$ cat src/rtl/i2c_bus_clear.sv
module i2c_bus_clear #(
  parameter int CLK_HZ      = 100_000_000,
  parameter int PHASE_US    = 50,
  parameter int WAIT_MS     = 200,
  parameter int PULSE_COUNT = 9
) (
  input  logic clk,
  input  logic rst_n,
  input  logic start_i,
  input  logic scl_i,
  input  logic sda_i,
  output logic scl_drive_low_o,
  output logic done_o,
  output logic err_o
);

  localparam int PHASE_CYC = CLK_HZ / 1_000_000 * PHASE_US;
  localparam int WAIT_CYC  = CLK_HZ / 1000 * WAIT_MS;
  localparam int PW = $clog2(PHASE_CYC + 1);
  localparam int WW = $clog2(WAIT_CYC + 1);
  localparam int NW = $clog2(PULSE_COUNT + 1);
  localparam logic [PW-1:0] PH_LAST = PW'(PHASE_CYC - 1);
  localparam logic [WW-1:0] W_LAST  = WW'(WAIT_CYC - 1);
  localparam logic [NW-1:0] N_LAST  = NW'(PULSE_COUNT - 1);

  typedef enum logic [1:0] {S_IDLE, S_LOW, S_HIGH, S_WAIT} state_t;

  state_t        state;
  logic          scl_m, scl_s, sda_m, sda_s;
  logic [PW-1:0] ph_cnt;
  logic [WW-1:0] w_cnt;
  logic [NW-1:0] n_cnt;

  wire bus_idle  = scl_s & sda_s;
  wire phase_end = (ph_cnt == PH_LAST);

  always_ff @(posedge clk or negedge rst_n) begin
    if (!rst_n) begin
      scl_m <= 1'b1; scl_s <= 1'b1;
      sda_m <= 1'b1; sda_s <= 1'b1;
    end else begin
      scl_m <= scl_i; scl_s <= scl_m;
      sda_m <= sda_i; sda_s <= sda_m;
    end
  end

  always_ff @(posedge clk or negedge rst_n) begin
    if (!rst_n) begin
      state  <= S_IDLE;
      ph_cnt <= '0;
      w_cnt  <= '0;
      n_cnt  <= '0;
      done_o <= 1'b0;
      err_o  <= 1'b0;
    end else begin
      done_o <= 1'b0;
      case (state)
        S_IDLE: if (start_i) begin
          err_o <= 1'b0;
          if (bus_idle) begin
            done_o <= 1'b1;
          end else begin
            state  <= S_LOW;
            ph_cnt <= '0;
            n_cnt  <= '0;
          end
        end
        S_LOW: begin
          if (phase_end) begin
            ph_cnt <= '0;
            state  <= S_HIGH;
          end else begin
            ph_cnt <= ph_cnt + 1'b1;
          end
        end
        S_HIGH: begin
          if (phase_end) begin
            ph_cnt <= '0;
            if (n_cnt == N_LAST) begin
              state <= S_WAIT;
              w_cnt <= '0;
            end else begin
              n_cnt <= n_cnt + 1'b1;
              state <= S_LOW;
            end
          end else begin
            ph_cnt <= ph_cnt + 1'b1;
          end
        end
        S_WAIT: begin
          if (bus_idle) begin
            done_o <= 1'b1;
            state  <= S_IDLE;
          end else if (w_cnt == W_LAST) begin
            done_o <= 1'b1;
            err_o  <= 1'b1;
            state  <= S_IDLE;
          end else begin
            w_cnt <= w_cnt + 1'b1;
          end
        end
        default: state <= S_IDLE;
      endcase
    end
  end

  assign scl_drive_low_o = (state == S_LOW);

  logic          drive_q;
  logic [NW:0]   chk_pulses;
  always_ff @(posedge clk or negedge rst_n) begin
    if (!rst_n) begin
      drive_q    <= 1'b0;
      chk_pulses <= '0;
    end else begin
      drive_q <= scl_drive_low_o;
      if (done_o)
        chk_pulses <= '0;
      else if (scl_drive_low_o && !drive_q)
        chk_pulses <= chk_pulses + 1'b1;
    end
  end

  assert_idle_finish_R1: assert property (@(posedge clk) disable iff (!rst_n)
    (state == S_IDLE && start_i && bus_idle) |=> (done_o && !err_o && !scl_drive_low_o));

  assert_pulse_bound_R2: assert property (@(posedge clk) disable iff (!rst_n)
    int'(chk_pulses) <= PULSE_COUNT);

  assert_no_drive_at_done_R4: assert property (@(posedge clk) disable iff (!rst_n)
    done_o |-> !scl_drive_low_o);

  assert_wait_success_R5: assert property (@(posedge clk) disable iff (!rst_n)
    (state == S_WAIT && bus_idle) |=> (done_o && !err_o));

  assert_done_single_R7: assert property (@(posedge clk) disable iff (!rst_n)
    done_o |=> !done_o);

  assert_err_only_at_done_R6: assert property (@(posedge clk) disable iff (!rst_n)
    $rose(err_o) |-> done_o);

  assert_err_hold_R7: assert property (@(posedge clk) disable iff (!rst_n)
    (err_o && !start_i) |=> err_o);

endmodule

$ cat config.mk
export PLATFORM = sky130hd
export DESIGN_NAME = i2c_bus_clear
export DESIGN_NICKNAME = d
export VERILOG_FILES = /design/src/rtl/i2c_bus_clear.sv
export SDC_FILE = /design/constraint.sdc
export NUM_CORES = 1
export LEC_CHECK = 0
export CAP_MARGIN = 20
export CORE_UTILIZATION = 35
export CTS_CLUSTER_SIZE = 20
export DETAILED_ROUTE_END_ITERATION = 10
export PLACE_DENSITY_LB_ADDON = 0.3
export SYNTH_ARGS = -nofsm -noshare
export SYNTH_HDL_FRONTEND = slang
export SYNTH_SLANG_ARGS = --single-unit
$ cat constraint.sdc
create_clock -name clk -period 2.6 [get_ports clk]
set_input_delay 0.26 -clock clk [delete_from_list [all_inputs] [get_ports clk]]
set_output_delay 0.26 -clock clk [all_outputs]
set_load 0.03 [all_outputs]
=== After elaboration in Yosys (flattened, before gate mapping) ===
Cells that the tools add are included.

* Logic and storage cells: 72
* Output and inout port bits: 3
* Register bits after elaboration: 50

* Bitwise logic cells: 1
* Add/subtract/negate cells: 3
* Muxes and demuxes: 31
* Reductions and logical operators: 11
* Equality and inequality tests: 16

{| class="wikitable"
|+ Operators by type and width
! cell !! count
|-
| 25-bit two-way mux || 4
|-
| 25-bit case mux with 2 select lines || 1
|-
| 13-bit two-way mux || 3
|-
| 13-bit case mux with 2 select lines || 1
|-
| 25-bit by 1-bit adder with 25-bit output, second input constant || 1
|-
| 25-bit equality test, second input constant || 1
|-
| 4-bit two-way mux || 4
|-
| 2-bit != test, second input constant || 8
|-
| 5-bit AND reduction || 3
|-
| 2-bit two-way mux || 7
|-
| 13-bit by 1-bit adder with 13-bit output, second input constant || 1
|-
| 13-bit equality test, second input constant || 1
|-
| 2-bit case mux with 4 select lines || 1
|-
| 4-bit case mux with 2 select lines || 1
|-
| 2-bit nonzero test || 4
|-
| 1-bit two-way mux || 7
|-
| 4-bit by 1-bit adder with 4-bit output, second input constant || 1
|-
| 2-bit equality test, second input constant || 2
|-
| 4-bit equality test, second input constant || 1
|-
| 1-bit case mux with 2 select lines || 2
|-
| 4-bit AND reduction || 1
|-
| 3-bit != test, second input constant || 1
|-
| 3-bit AND reduction || 1
|-
| 2-bit by 1-bit equality test with 1-bit output, second input constant || 1
|-
| 4 further kinds || 4
|}

=== Depth between registers and ports, before layout ===
Gate-level depths: netlist of the first run.

* Depth in word-level cells: 4
* Mapped depth: 8

=== Least setup slack after synthesis of the first run ===
No wires, ideal clock.

* Kind: reg2reg
* Start: reg w_cnt[17]
* End: reg w_cnt[14]
* Arrival: 2035 ps
* Buffers on the path: 0
* Period minus slack after synthesis: 2117 ps
* Library setup time: 82 ps
* Required time: 2518 ps
* Slack: 483 ps
* Cell stages (with the launch flop): 6
* Cells stage by stage: dfrtp_1 > or4b_1 > or4_4 > o211a_4 > a21o_1 > a31oi_1

* Longest elaborated chain between the ends: 3

{| class="wikitable"
|+ RTL lines
! element !! RTL line !! source
|-
| start, declared || 31 || <nowiki>logic [WW-1:0] w_cnt;</nowiki>
|-
| start signal, assigned || 99 || <nowiki>w_cnt <= w_cnt + 1'b1;</nowiki>
|-
| 25-bit equality test || 94 || <nowiki>end else if (w_cnt == W_LAST) begin</nowiki>
|-
| 2-bit != test (no source line) || -- ||
|-
| 5-bit AND reduction (no source line) || -- ||
|}

No other way between the ends.
A chain may end at the register's enable or synchronous reset.

=== Worst setup path in the final report of the first run ===
* Start: reg ph_cnt[0]
* End: reg w_cnt[1]

* Longest elaborated chain between the ends: 3

{| class="wikitable"
|+ RTL lines
! element !! RTL line !! source
|-
| start, declared || 30 || <nowiki>logic [PW-1:0] ph_cnt;</nowiki>
|-
| start signal, assigned || 73 || <nowiki>ph_cnt <= ph_cnt + 1'b1;</nowiki>
|-
| start signal, assigned || 87 || <nowiki>ph_cnt <= ph_cnt + 1'b1;</nowiki>
|-
| 13-bit equality test || 35 || <nowiki>wire phase_end = (ph_cnt == PH_LAST);</nowiki>
|-
| 2-bit != test (no source line) || -- ||
|-
| 5-bit AND reduction (no source line) || -- ||
|}

No other way between the ends.

==> impl_metrics.xml, run 1 <==
<?xml version="1.0" encoding="UTF-8"?>
<metrics>
  <group name="detailed_routing">
    <metric name="firstDrtPassIters" unit="">4</metric>
    <metric name="avg_wl_per_cell" unit="microns">15.4</metric>
    <metric name="first_iter_violations" unit="">134</metric>
    <metric name="drt.antenna.violating_nets" unit="">0</metric>
    <metric name="post-route-drc-count" unit="">0</metric>
    <metric name="mean_number_of_vias_per_cell" unit="">5.68</metric>
    <metric name="via_count" unit="">2518</metric>
    <metric name="finalWirelength" unit="microns">6820</metric>
  </group>
  <group name="timing">
    <metric name="setup_ws" unit="ps">165</metric>
    <metric name="setup_tns" unit="ps">0</metric>
    <metric name="fin_worst_hold_slack" unit="ps">350</metric>
    <metric name="worst_slew_pin_slew" unit="ps">984</metric>
    <metric name="finalClockSkew" unit="ps">6.47</metric>
    <metric name="relSlewSlack" unit="%">34.2</metric>
    <metric name="rsz_0062_raised_after_global_routing" unit="">false</metric>
    <metric name="fin_crit" unit="ps">2440</metric>
    <metric name="hold_viol_final" unit="">0</metric>
    <metric name="achievable-frequency" unit="MHz">411</metric>
    <metric name="report.final.setup_viol" unit="">0</metric>
    <metric name="final_min_period_over_clock_period" unit="%">93.7</metric>
    <metric name="drv_slew" unit="">0</metric>
  </group>
  <group name="yosys">
    <metric name="synth-edff-count" unit="">0</metric>
    <metric name="mappedNetlistArea" unit="sq um">2930</metric>
    <metric name="post_synth_inst_count" unit="">321</metric>
    <metric name="yosysSeqAreaShare" unit="%">42.9</metric>
    <metric name="postSynth.asyncResetShare" unit="%">100</metric>
    <metric name="ys_types" unit="">56</metric>
    <metric name="postSynth.topFlopCell" unit="">sky130_fd_sc_hd__dfrtp_1</metric>
    <metric name="yosysTopAreaCellShare" unit="%">39.3</metric>
    <metric name="synth_warnings" unit="">0</metric>
    <metric name="cell_type_contributing_the_most_total_cell_area_after_synthesis" unit="">sky130_fd_sc_hd__dfrtp_1</metric>
    <metric name="synth_area_leaders" unit="">sky130_fd_sc_hd__dfrtp_1, sky130_fd_sc_hd__a31oi_1, sky130_fd_sc_hd__nand2_1, sky130_fd_sc_hd__dfstp_2, sky130_fd_sc_hd__ha_1</metric>
    <metric name="mapped_nets" unit="">334</metric>
    <metric name="syn_area_per_cell" unit="sq um">9.13</metric>
    <metric name="synth-seq-cells" unit="">50</metric>
    <metric name="synth.most_common_cell" unit="">sky130_fd_sc_hd__dfrtp_1</metric>
    <metric name="netlist_top_cells_count" unit="">sky130_fd_sc_hd__dfrtp_1, sky130_fd_sc_hd__nand2_1, sky130_fd_sc_hd__a31oi_1, sky130_fd_sc_hd__nor2_1</metric>
  </group>
  <group name="setup_path">
    <metric name="ff2ff_setup_slack" unit="ps">160</metric>
    <metric name="critical_path_class" unit="">reg -&gt; reg</metric>
    <metric name="timing.critical_path.from_type" unit="">flip-flop</metric>
    <metric name="critPathSlowestCell" unit="">sky130_fd_sc_hd__a2bb2oi_1</metric>
    <metric name="critical_path.top_delay_family" unit="">compound AO/OA/AOI/OAI gates</metric>
    <metric name="critical_path_arrival" unit="ps">2660</metric>
    <metric name="timing.critical_path.required" unit="ps">2830</metric>
    <metric name="crit_start" unit="">ph_cnt[0]</metric>
    <metric name="worst_r2r_startpoint" unit="">ph_cnt[0]</metric>
    <metric name="crit_buf_inv" unit="">1</metric>
    <metric name="critPathCaptureType" unit="">flip-flop</metric>
    <metric name="cpPeakStageDelay" unit="ps">820</metric>
    <metric name="worstPathCellList" unit="">ha_1 -&gt; and4_1 -&gt; nand3_1 -&gt; a2bb2oi_1 -&gt; buf_4 -&gt; a21oi_1 -&gt; o21ai_0</metric>
    <metric name="timing.critical_path.fanout_max" unit="">8</metric>
  </group>
  <group name="floorplanning">
    <metric name="die_x" unit="microns">93.5</metric>
    <metric name="die_area" unit="sq um">8750</metric>
    <metric name="num_io_pins" unit="">8</metric>
    <metric name="floorplan.initialDensity" unit="%">35.9</metric>
    <metric name="row_count" unit="">33</metric>
    <metric name="die_height" unit="microns">93.5</metric>
    <metric name="core_area" unit="sq um">8180</metric>
  </group>
  <group name="grt">
    <metric name="grt_first_pass_wirelength" unit="microns">11700</metric>
    <metric name="antenna_found_initial" unit="">0</metric>
    <metric name="grt_start_max_net_pins" unit="">51</metric>
    <metric name="global_route_usage_over_all_layers" unit="%">17.0</metric>
    <metric name="global_route.overflow_total" unit="">0</metric>
    <metric name="first_global_vias" unit="">2367</metric>
  </group>
  <group name="cells_and_area">
    <metric name="fin_nets" unit="">350</metric>
    <metric name="fillerInstances" unit="">811</metric>
    <metric name="layout-area-overhead-vs-synth" unit="%">12.2</metric>
    <metric name="post_route_cells_drive_above_1_share" unit="%">11.8</metric>
    <metric name="stdcell_count" unit="">443</metric>
    <metric name="fin_util" unit="%">40.3</metric>
    <metric name="diode_insertion_count_for_antenna_repair" unit="">0</metric>
    <metric name="final_instance_area" unit="sq um">3290</metric>
  </group>
  <group name="flow_run">
    <metric name="max-cap-violations" unit="">0</metric>
  </group>
  <group name="cts">
    <metric name="post_cts_buffers" unit="">0</metric>
    <metric name="worstSkewPairLatency" unit="ps">310</metric>
    <metric name="cts.sinks" unit="">50</metric>
    <metric name="htreeDepth" unit="">2</metric>
    <metric name="cts.reportedPaths.clkPinSlew" unit="ps">90</metric>
    <metric name="number_of_buffers_created_by_cts" unit="">5</metric>
    <metric name="clk_root_buffer_cell" unit="">sky130_fd_sc_hd__clkbuf_8</metric>
    <metric name="clock_tree.buffer_depth" unit="">2</metric>
    <metric name="cts_tree" unit="">yes</metric>
  </group>
  <group name="min_path">
    <metric name="hp-class" unit="">in -&gt; reg</metric>
    <metric name="min-delay-start" unit="">scl_i</metric>
  </group>
  <group name="place">
    <metric name="dpl.hpwl" unit="microns">4720</metric>
    <metric name="place_worst_setup_slack" unit="ps">295</metric>
    <metric name="gpl.final_weighted_congestion" unit="">0.887</metric>
    <metric name="place.detailed.instances" unit="">434</metric>
    <metric name="place_area" unit="sq um">3170</metric>
    <metric name="port-buffer-count" unit="">7</metric>
  </group>
  <group name="power_and_ir_drop">
    <metric name="post-layout-total-power" unit="mW">1.36</metric>
    <metric name="power.density" unit="nW/um^2">413</metric>
    <metric name="max-vdd-ir-drop" unit="V">0.000191</metric>
    <metric name="power.leakage" unit="nW">1.35</metric>
  </group>
  <group name="run_status">
    <metric name="result_of_the_run" unit="">completed</metric>
  </group>
</metrics>
[area by class of cell]
cell class | instances | area, sq um | share of cell area [%]
inverters | 10 | 37.5 | 1.14
clock buffers | 8 | 110 | 3.35
well taps | 105 | 131 | 3.99
repair buffers | 23 | 200 | 6.08
multi-input cells | 247 | 1560 | 47.3
flip-flops and latches | 50 | 1260 | 38.2
[registers in the layout (all words and copies together), names as in the netlist]
| register | count |
|---|---|
| state | 2 |
| scl_s | 1 |
| w_cnt | 25 |
| n_cnt | 4 |
| err_o | 1 |
| ph_cnt | 13 |
| scl_m | 1 |
| sda_m | 1 |
| done_o | 1 |
| sda_s | 1 |
[layer usage]
| layer | up-vias | wire, microns | track usage, % |
|---|---|---|---|
| li1 | 1236 | - | - |
| met1 | 1219 | 3410 | 23.7 |
| met2 | 53 | 3060 | 27.2 |
| met3 | 10 | 265 | 2.85 |
| met4 | 0 | 79 | 4.74 |
| met5 | - | 0 | 0 |
[where the power goes]
part	switching [mW]	internal [mW]	total, mW
Clock	0.263	0.269	0.532
Sequential	0.00102	0.783	0.784
Combinational	0.0291	0.0126	0.0416
[placed cells by master (no fill, tap or decap), types with 4 or more instances in the layout]
| cell type | synthesis | final |
|---|---|---|
| sky130_fd_sc_hd__nand3_1 | 18 | 18 |
| sky130_fd_sc_hd__buf_4 | 0 | 14 |
| sky130_fd_sc_hd__nor4_1 | 6 | 6 |
| sky130_fd_sc_hd__nand2_1 | 32 | 32 |
| sky130_fd_sc_hd__clkdlybuf4s50_1 | 0 | 6 |
| sky130_fd_sc_hd__a21oi_1 | 18 | 18 |
| sky130_fd_sc_hd__or2_2 | 4 | 4 |
| sky130_fd_sc_hd__ha_1 | 8 | 8 |
| sky130_fd_sc_hd__nor3b_1 | 4 | 4 |
| sky130_fd_sc_hd__and3_1 | 5 | 5 |
| sky130_fd_sc_hd__clkbuf_8 | 2 | 8 |
| sky130_fd_sc_hd__xnor2_1 | 9 | 9 |
| sky130_fd_sc_hd__nor4b_1 | 4 | 4 |
| sky130_fd_sc_hd__nand4_1 | 10 | 10 |
| sky130_fd_sc_hd__dfrtp_1 | 46 | 46 |
| sky130_fd_sc_hd__o211ai_1 | 5 | 5 |
| sky130_fd_sc_hd__dfstp_2 | 4 | 4 |
| sky130_fd_sc_hd__nor3_1 | 7 | 7 |
| sky130_fd_sc_hd__o21ai_0 | 10 | 10 |
| sky130_fd_sc_hd__nor2_1 | 23 | 23 |
| sky130_fd_sc_hd__mux2i_1 | 4 | 4 |
| sky130_fd_sc_hd__inv_1 | 10 | 10 |
| sky130_fd_sc_hd__a31oi_1 | 24 | 24 |
| sky130_fd_sc_hd__a21o_1 | 11 | 11 |
[logic make-up (layout without fill, tap and decap cells)]
family	after synthesis	after routing	synth area share [%]
adders and majority gates	8	8	3.41
AOI/OAI and AO/OA	89	89	20.1
buffers and inverters	24	41	4.10
DFF	50	50	42.9
and+or+nand+nor	137	137	25.5
xor gates and xnor gates	9	9	2.69
muxes	4	4	1.37
[worst register-to-register path: cells and delay by family (launching register included)]
| family | cells | cell delay [ps] |
|---|---|---|
| adders and majority gates | 1 | 240 |
| AOI/OAI and AO/OA | 3 | 1040 |
| and+or+nand+nor | 2 | 380 |
| buffers and inverters | 1 | 290 |
| DFF | 1 | 410 |
[path summary, 6_finish.rpt]
path / to / cells after the start
worst max-delay path: w_cnt[1] / 7
max in group asynchronous: sda_s / 3
worst min register to register: sda_s / 0
min in group asynchronous: w_cnt[23] / 3
worst max register to register: w_cnt[1] / 7
worst min-delay path: scl_m / 1
[repair_timing]
action	in CTS	in global routing
endpoints found under the hold margin	46	0
resized for setup	0	0
hold buffers	1	0
Note: power is estimated with default switching activity, not from simulation.
==> run 2: changes to the inputs <==
--- a/config.mk
+++ b/config.mk
@@ -6,7 +6,8 @@
 export NUM_CORES = 1
 export LEC_CHECK = 0
 export CAP_MARGIN = 20
-export CORE_UTILIZATION = 35
+export CORE_ASPECT_RATIO = 0.5
+export CORE_UTILIZATION = 59
 export CTS_CLUSTER_SIZE = 20
 export DETAILED_ROUTE_END_ITERATION = 10
 export PLACE_DENSITY_LB_ADDON = 0.3
==> constraint.sdc (replaced) <==
create_clock -name clk -period 2.31 [get_ports clk]
set_input_delay 0.231 -clock clk [delete_from_list [all_inputs] [get_ports clk]]
set_output_delay 0.231 -clock clk [all_outputs]
set_load 0.03 [all_outputs]
==> impl_metrics.xml, run 2 (synthesized netlist as in run 1, its figures left out) <==
<?xml version="1.0" encoding="UTF-8"?>
<metrics>
  <group name="run_status">
    <metric name="result_of_the_run" unit="">completed</metric>
  </group>
  <group name="floorplanning">
    <metric name="die_x" unit="microns">102</metric>
    <metric name="die_height" unit="microns">51.8</metric>
    <metric name="die_area" unit="sq um">5270</metric>
    <metric name="core_area" unit="sq um">4570</metric>
    <metric name="floorplan.initialDensity" unit="%">64.1</metric>
    <metric name="num_io_pins" unit="">8</metric>
    <metric name="row_count" unit="">17</metric>
  </group>
  <group name="power_and_ir_drop">
    <metric name="power.leakage" unit="nW">1.38</metric>
    <metric name="power.density" unit="nW/um^2">453</metric>
    <metric name="max-vdd-ir-drop" unit="V">0.000394</metric>
  </group>
  <group name="grt">
    <metric name="grt_start_max_net_pins" unit="">31</metric>
    <metric name="antenna_found_initial" unit="">0</metric>
    <metric name="global_route.overflow_total" unit="">0</metric>
    <metric name="first_global_vias" unit="">2519</metric>
    <metric name="grt_first_pass_wirelength" unit="microns">12000</metric>
    <metric name="global_route_usage_over_all_layers" unit="%">30.6</metric>
  </group>
  <group name="setup_path">
    <metric name="critPathSlowestCell" unit="">sky130_fd_sc_hd__or4_4</metric>
    <metric name="timing.critical_path.fanout_max" unit="">5</metric>
    <metric name="critical_path_arrival" unit="ps">2420</metric>
    <metric name="worst_r2r_startpoint" unit="">w_cnt[9]</metric>
    <metric name="critical_path_class" unit="">reg -&gt; reg</metric>
    <metric name="ff2ff_setup_slack" unit="ps">80</metric>
    <metric name="worstPathCellList" unit="">or4b_1 -&gt; or4_4 -&gt; o211ai_2 -&gt; or4b_2 -&gt; nand3_1</metric>
    <metric name="timing.critical_path.required" unit="ps">2510</metric>
    <metric name="crit_start" unit="">w_cnt[9]</metric>
    <metric name="timing.critical_path.from_type" unit="">flip-flop</metric>
    <metric name="cpPeakStageDelay" unit="ps">560</metric>
    <metric name="critPathCaptureType" unit="">flip-flop</metric>
  </group>
  <group name="cts">
    <metric name="cts_tree" unit="">yes</metric>
    <metric name="clock_tree.buffer_depth" unit="">2</metric>
    <metric name="cts.sinks" unit="">50</metric>
    <metric name="worstSkewPairLatency" unit="ps">320</metric>
    <metric name="clk_root_buffer_cell" unit="">sky130_fd_sc_hd__clkbuf_8</metric>
    <metric name="htreeDepth" unit="">2</metric>
    <metric name="cts.reportedPaths.clkPinSlew" unit="ps">90</metric>
    <metric name="number_of_buffers_created_by_cts" unit="">5</metric>
  </group>
  <group name="timing">
    <metric name="setup_tns" unit="ps">0</metric>
    <metric name="fin_crit" unit="ps">2230</metric>
    <metric name="final_min_period_over_clock_period" unit="%">96.3</metric>
    <metric name="achievable-frequency" unit="MHz">449</metric>
    <metric name="setup_ws" unit="ps">84.9</metric>
    <metric name="report.final.setup_viol" unit="">0</metric>
    <metric name="drv_slew" unit="">0</metric>
    <metric name="hold_viol_final" unit="">0</metric>
    <metric name="finalClockSkew" unit="ps">10.7</metric>
    <metric name="rsz_0062_raised_after_global_routing" unit="">false</metric>
    <metric name="worst_slew_pin_slew" unit="ps">798</metric>
    <metric name="relSlewSlack" unit="%">46.3</metric>
  </group>
  <group name="detailed_routing">
    <metric name="avg_wl_per_cell" unit="microns">17.4</metric>
    <metric name="first_iter_violations" unit="">240</metric>
    <metric name="mean_number_of_vias_per_cell" unit="">6.54</metric>
    <metric name="via_count" unit="">2702</metric>
    <metric name="drt.antenna.violating_nets" unit="">0</metric>
    <metric name="finalWirelength" unit="microns">7200</metric>
    <metric name="post-route-drc-count" unit="">0</metric>
    <metric name="firstDrtPassIters" unit="">5</metric>
  </group>
  <group name="place">
    <metric name="gpl.final_weighted_congestion" unit="">0.912</metric>
    <metric name="dpl.hpwl" unit="microns">5040</metric>
    <metric name="port-buffer-count" unit="">7</metric>
    <metric name="place_worst_setup_slack" unit="ps">103</metric>
  </group>
  <group name="cells_and_area">
    <metric name="fin_util" unit="%">72.1</metric>
    <metric name="fin_nets" unit="">359</metric>
    <metric name="post_route_cells_drive_above_1_share" unit="%">14.7</metric>
    <metric name="final_common_cell" unit="">sky130_fd_sc_hd__dfrtp_1</metric>
    <metric name="largest_register_ffs" unit="">25</metric>
    <metric name="commonest_non_fill_non_tap_cells_in_the_layout" unit="">sky130_fd_sc_hd__dfrtp_1, sky130_fd_sc_hd__nand2_1, sky130_fd_sc_hd__a31oi_1, sky130_fd_sc_hd__buf_4, sky130_fd_sc_hd__nor2_1</metric>
    <metric name="layout-area-overhead-vs-synth" unit="%">12.4</metric>
    <metric name="diode_insertion_count_for_antenna_repair" unit="">0</metric>
    <metric name="top_regs" unit="">w_cnt: 25 flops, ph_cnt: 13 flops, n_cnt: 4 flops</metric>
    <metric name="max_flop_register" unit="">w_cnt</metric>
  </group>
  <group name="flow_run">
    <metric name="max-cap-violations" unit="">0</metric>
  </group>
  <group name="min_path">
    <metric name="min-delay-start" unit="">scl_i</metric>
    <metric name="hp-class" unit="">in -&gt; reg</metric>
  </group>
</metrics>
-- run 2: area by class of cell --
class | instances | area (sq um)
multi-input combinational | 247 | 1560
fill | 350 | 1280
clock inverter | 2 | 17.5
tap | 66 | 82.6
inverter | 10 | 37.5
timing repair buffer | 32 | 255
sequential | 50 | 1260
clock buffer | 6 | 82.6
-- run 2: worst max-delay path: cells and delay by family, from the launching register on --
family,cells,cell delay [ps]
and+or+nand+nor,4,1360
AOI/OAI and AO/OA,1,330
DFF,1,430
-- run 2: repair_timing --
action                                  CTS  global route
endpoints found under the setup margin    0            14
setup buffers                             0             0
gates resized for setup                   0             2
hold buffers                              1             0
endpoints found under the hold margin    28             0
-- run 2: per-layer routing --
layer	wire length [microns]	global-route usage (%)
met2	3380	50.8
met4	126	10.1
met5	0	0
met3	614	7.26
met1	3070	39.9
-- run 2: power by group --
group	leakage (nW)	internal (mW)	total, mW	switching, mW
sequential	0.639	0.881	0.882	0.00117
clock	0.0514	0.247	0.564	0.317
combinational	0.693	0.0138	0.0460	0.0322
-- run 2: final timing paths --
path | end | depth (start not counted)
max | w_cnt[8] | 5
min | scl_m | 1
max reg2reg | w_cnt[8] | 5
min reg2reg | sda_s | 0
max in group asynchronous | scl_m | 3
min in group asynchronous | w_cnt[7] | 2
-- run 2: per-stage QoR --
| stage | power [mW] | std cells | hold WS (ps) | instance area [sq um] |
|---|---|---|---|---|
| 3_3_place_gp | 0.943 | 404 | 316 | 3180 |
| 6_report | 1.49 | 413 | 318 | 3300 |
| 3_5_place_dp | 0.945 | 404 | 318 | 3180 |
| 5_1_grt | 1.53 | 413 | 313 | 3300 |
| 2_1_floorplan | 0.911 | 321 | -64.6 | 2930 |
| 4_1_cts | 1.50 | 413 | 318 | 3290 |
==> run 3: changes to the inputs <==
--- a/config.mk
+++ b/config.mk
@@ -6,8 +6,10 @@
 export NUM_CORES = 1
 export LEC_CHECK = 0
 export CAP_MARGIN = 20
+export CELL_PAD_IN_SITES_DETAIL_PLACEMENT = 0
+export CELL_PAD_IN_SITES_GLOBAL_PLACEMENT = 1
 export CORE_ASPECT_RATIO = 0.5
-export CORE_UTILIZATION = 59
+export CORE_UTILIZATION = 48
 export CTS_CLUSTER_SIZE = 20
 export DETAILED_ROUTE_END_ITERATION = 10
 export PLACE_DENSITY_LB_ADDON = 0.3
==> impl_metrics.xml, run 3 (synthesized netlist as in run 1, its figures left out) <==
<?xml version="1.0" encoding="UTF-8"?>
<metrics>
  <group name="run_status">
    <metric name="result_of_the_run" unit="">completed</metric>
  </group>
  <group name="timing">
    <metric name="relSlewSlack" unit="%">46.6</metric>
    <metric name="worst_slew_pin_slew" unit="ps">801</metric>
    <metric name="setup_ws" unit="ps">92.2</metric>
    <metric name="finalClockSkew" unit="ps">3.23</metric>
    <metric name="achievable-frequency" unit="MHz">451</metric>
    <metric name="fin_crit" unit="ps">2220</metric>
    <metric name="setup_tns" unit="ps">0</metric>
    <metric name="report.final.setup_viol" unit="">0</metric>
    <metric name="drv_slew" unit="">0</metric>
    <metric name="fin_worst_hold_slack" unit="ps">15.3</metric>
    <metric name="rsz_0062_raised_after_global_routing" unit="">false</metric>
    <metric name="hold_viol_final" unit="">0</metric>
    <metric name="final_min_period_over_clock_period" unit="%">96.0</metric>
  </group>
  <group name="detailed_routing">
    <metric name="routed-wl-met2" unit="microns">3420</metric>
    <metric name="dr.max_layer_used" unit="">met4</metric>
    <metric name="wl_met1" unit="microns">3250</metric>
    <metric name="wl_met3" unit="microns">423</metric>
    <metric name="avg_wl_per_cell" unit="microns">17.2</metric>
    <metric name="post-route-drc-count" unit="">0</metric>
    <metric name="via_count" unit="">2597</metric>
    <metric name="firstDrtPassIters" unit="">5</metric>
    <metric name="mean_number_of_vias_per_cell" unit="">6.18</metric>
    <metric name="first_iter_violations" unit="">130</metric>
    <metric name="drt.antenna.violating_nets" unit="">0</metric>
    <metric name="finalWirelength" unit="microns">7220</metric>
  </group>
  <group name="cells_and_area">
    <metric name="stdcell_count" unit="">420</metric>
    <metric name="final_instance_area" unit="sq um">3380</metric>
    <metric name="largest_register_ffs" unit="">25</metric>
    <metric name="post_route_cells_drive_above_1_share" unit="%">15.6</metric>
    <metric name="fin_util" unit="%">59.5</metric>
    <metric name="fillerInstances" unit="">484</metric>
    <metric name="max_flop_register" unit="">w_cnt</metric>
    <metric name="commonest_non_fill_non_tap_cells_in_the_layout" unit="">sky130_fd_sc_hd__dfrtp_1, sky130_fd_sc_hd__nand2_1, sky130_fd_sc_hd__buf_4</metric>
    <metric name="diode_insertion_count_for_antenna_repair" unit="">0</metric>
    <metric name="fin_nets" unit="">359</metric>
    <metric name="final_common_cell" unit="">sky130_fd_sc_hd__dfrtp_1</metric>
    <metric name="layout-area-overhead-vs-synth" unit="%">15.2</metric>
    <metric name="top_regs" unit="">w_cnt: 25 flops, ph_cnt: 13 flops, n_cnt: 4 flops</metric>
  </group>
  <group name="place">
    <metric name="dpl.hpwl" unit="microns">4900</metric>
    <metric name="place_worst_setup_slack" unit="ps">25.5</metric>
    <metric name="place.detailed.instances" unit="">412</metric>
    <metric name="port-buffer-count" unit="">7</metric>
    <metric name="place_area" unit="sq um">3190</metric>
    <metric name="gpl.final_weighted_congestion" unit="">0.870</metric>
  </group>
  <group name="power_and_ir_drop">
    <metric name="power.density" unit="nW/um^2">525</metric>
    <metric name="post-layout-total-power" unit="mW">1.77</metric>
    <metric name="power.leakage" unit="nW">1.42</metric>
    <metric name="max-vdd-ir-drop" unit="V">0.000296</metric>
  </group>
  <group name="cts">
    <metric name="cts_tree" unit="">yes</metric>
    <metric name="total_of_hold_buffers_inserted_after_clock_tree_synthesis" unit="">0</metric>
    <metric name="clock_tree.buffer_depth" unit="">2</metric>
    <metric name="clk_root_buffer_cell" unit="">sky130_fd_sc_hd__clkbuf_16</metric>
    <metric name="worstSkewPairLatency" unit="ps">300</metric>
    <metric name="cts.sinks" unit="">50</metric>
    <metric name="number_of_buffers_created_by_cts" unit="">5</metric>
    <metric name="post_cts_buffers" unit="">0</metric>
    <metric name="htreeDepth" unit="">2</metric>
    <metric name="cts.reportedPaths.clkPinSlew" unit="ps">70</metric>
  </group>
  <group name="min_path">
    <metric name="hp-class" unit="">in -&gt; async</metric>
  </group>
  <group name="grt">
    <metric name="first_global_vias" unit="">2635</metric>
    <metric name="grt_start_max_net_pins" unit="">36</metric>
    <metric name="antenna_found_initial" unit="">0</metric>
    <metric name="grt_first_pass_wirelength" unit="microns">12600</metric>
    <metric name="global_route_usage_over_all_layers" unit="%">25.4</metric>
    <metric name="global_route.overflow_total" unit="">0</metric>
  </group>
  <group name="floorplanning">
    <metric name="die_height" unit="microns">57.3</metric>
    <metric name="core_area" unit="sq um">5680</metric>
    <metric name="num_io_pins" unit="">8</metric>
    <metric name="floorplan.initialDensity" unit="%">51.6</metric>
    <metric name="die_area" unit="sq um">6440</metric>
    <metric name="die_x" unit="microns">113</metric>
    <metric name="row_count" unit="">19</metric>
  </group>
  <group name="setup_path">
    <metric name="critPathCaptureType" unit="">flip-flop</metric>
    <metric name="critical_path_class" unit="">reg -&gt; reg</metric>
    <metric name="critical_path_arrival" unit="ps">2440</metric>
    <metric name="timing.critical_path.from_type" unit="">flip-flop</metric>
    <metric name="worstRegToRegCells" unit="">5</metric>
    <metric name="timing.critical_path.fanout_max" unit="">7</metric>
    <metric name="timing.critical_path.required" unit="ps">2530</metric>
  </group>
  <group name="flow_run">
    <metric name="max-cap-violations" unit="">0</metric>
  </group>
</metrics>
==> run 3: final timing paths <==
kind / from / to / slack [ps]
setup / recovery: w_cnt[9] / w_cnt[14] / 90
hold / removal: rst_n / w_cnt[22] / 20
setup reg to reg: w_cnt[9] / w_cnt[14] / 90
hold reg to reg: sda_m / sda_s / 360
max in group asynchronous: rst_n / ph_cnt[6] / 1640
min in group clk: scl_i / scl_m / 330
==> run 3: routing by layer <==
| layer | vias up | track usage (%) |
|---|---|---|
| met3 | 13 | 5.95 |
| met2 | 66 | 42.4 |
| li1 | 1255 | - |
| met5 | - | 0 |
| met1 | 1263 | 32.8 |
| met4 | 0 | 9.52 |
==> run 3: timing repair <==
| item | 4_1_cts | 5_1_grt |
|---|---|---|
| resized for setup | 1 | 3 |
| pin swaps | 0 | 0 |
| endpoints found under the setup margin | 1 | 10 |
==> run 3: final cells by class <==
type,instances,area [sq um],share of cell area [%]
clock inverter,3,40.0,1.19
clock buffer,5,125,3.70
tap,73,91.3,2.70
multi-input combinational,247,1580,46.6
sequential,50,1260,37.2
inverter,10,37.5,1.11
timing repair buffer,32,253,7.48
==> run 3: worst max-delay path, stage by stage (launching register included) <==
cell and delay, ps:
sky130_fd_sc_hd__dfrtp_1 430, sky130_fd_sc_hd__or4b_1 540, sky130_fd_sc_hd__or4_4 560, sky130_fd_sc_hd__o211a_4 310, sky130_fd_sc_hd__a21o_1 160, sky130_fd_sc_hd__a31oi_1 150
==> run 3: report_power, final <==
part           internal, mW  switching (mW)
logic                0.0130          0.0333
registers             0.881         0.00114
clock network         0.508           0.338
total                  1.40           0.373
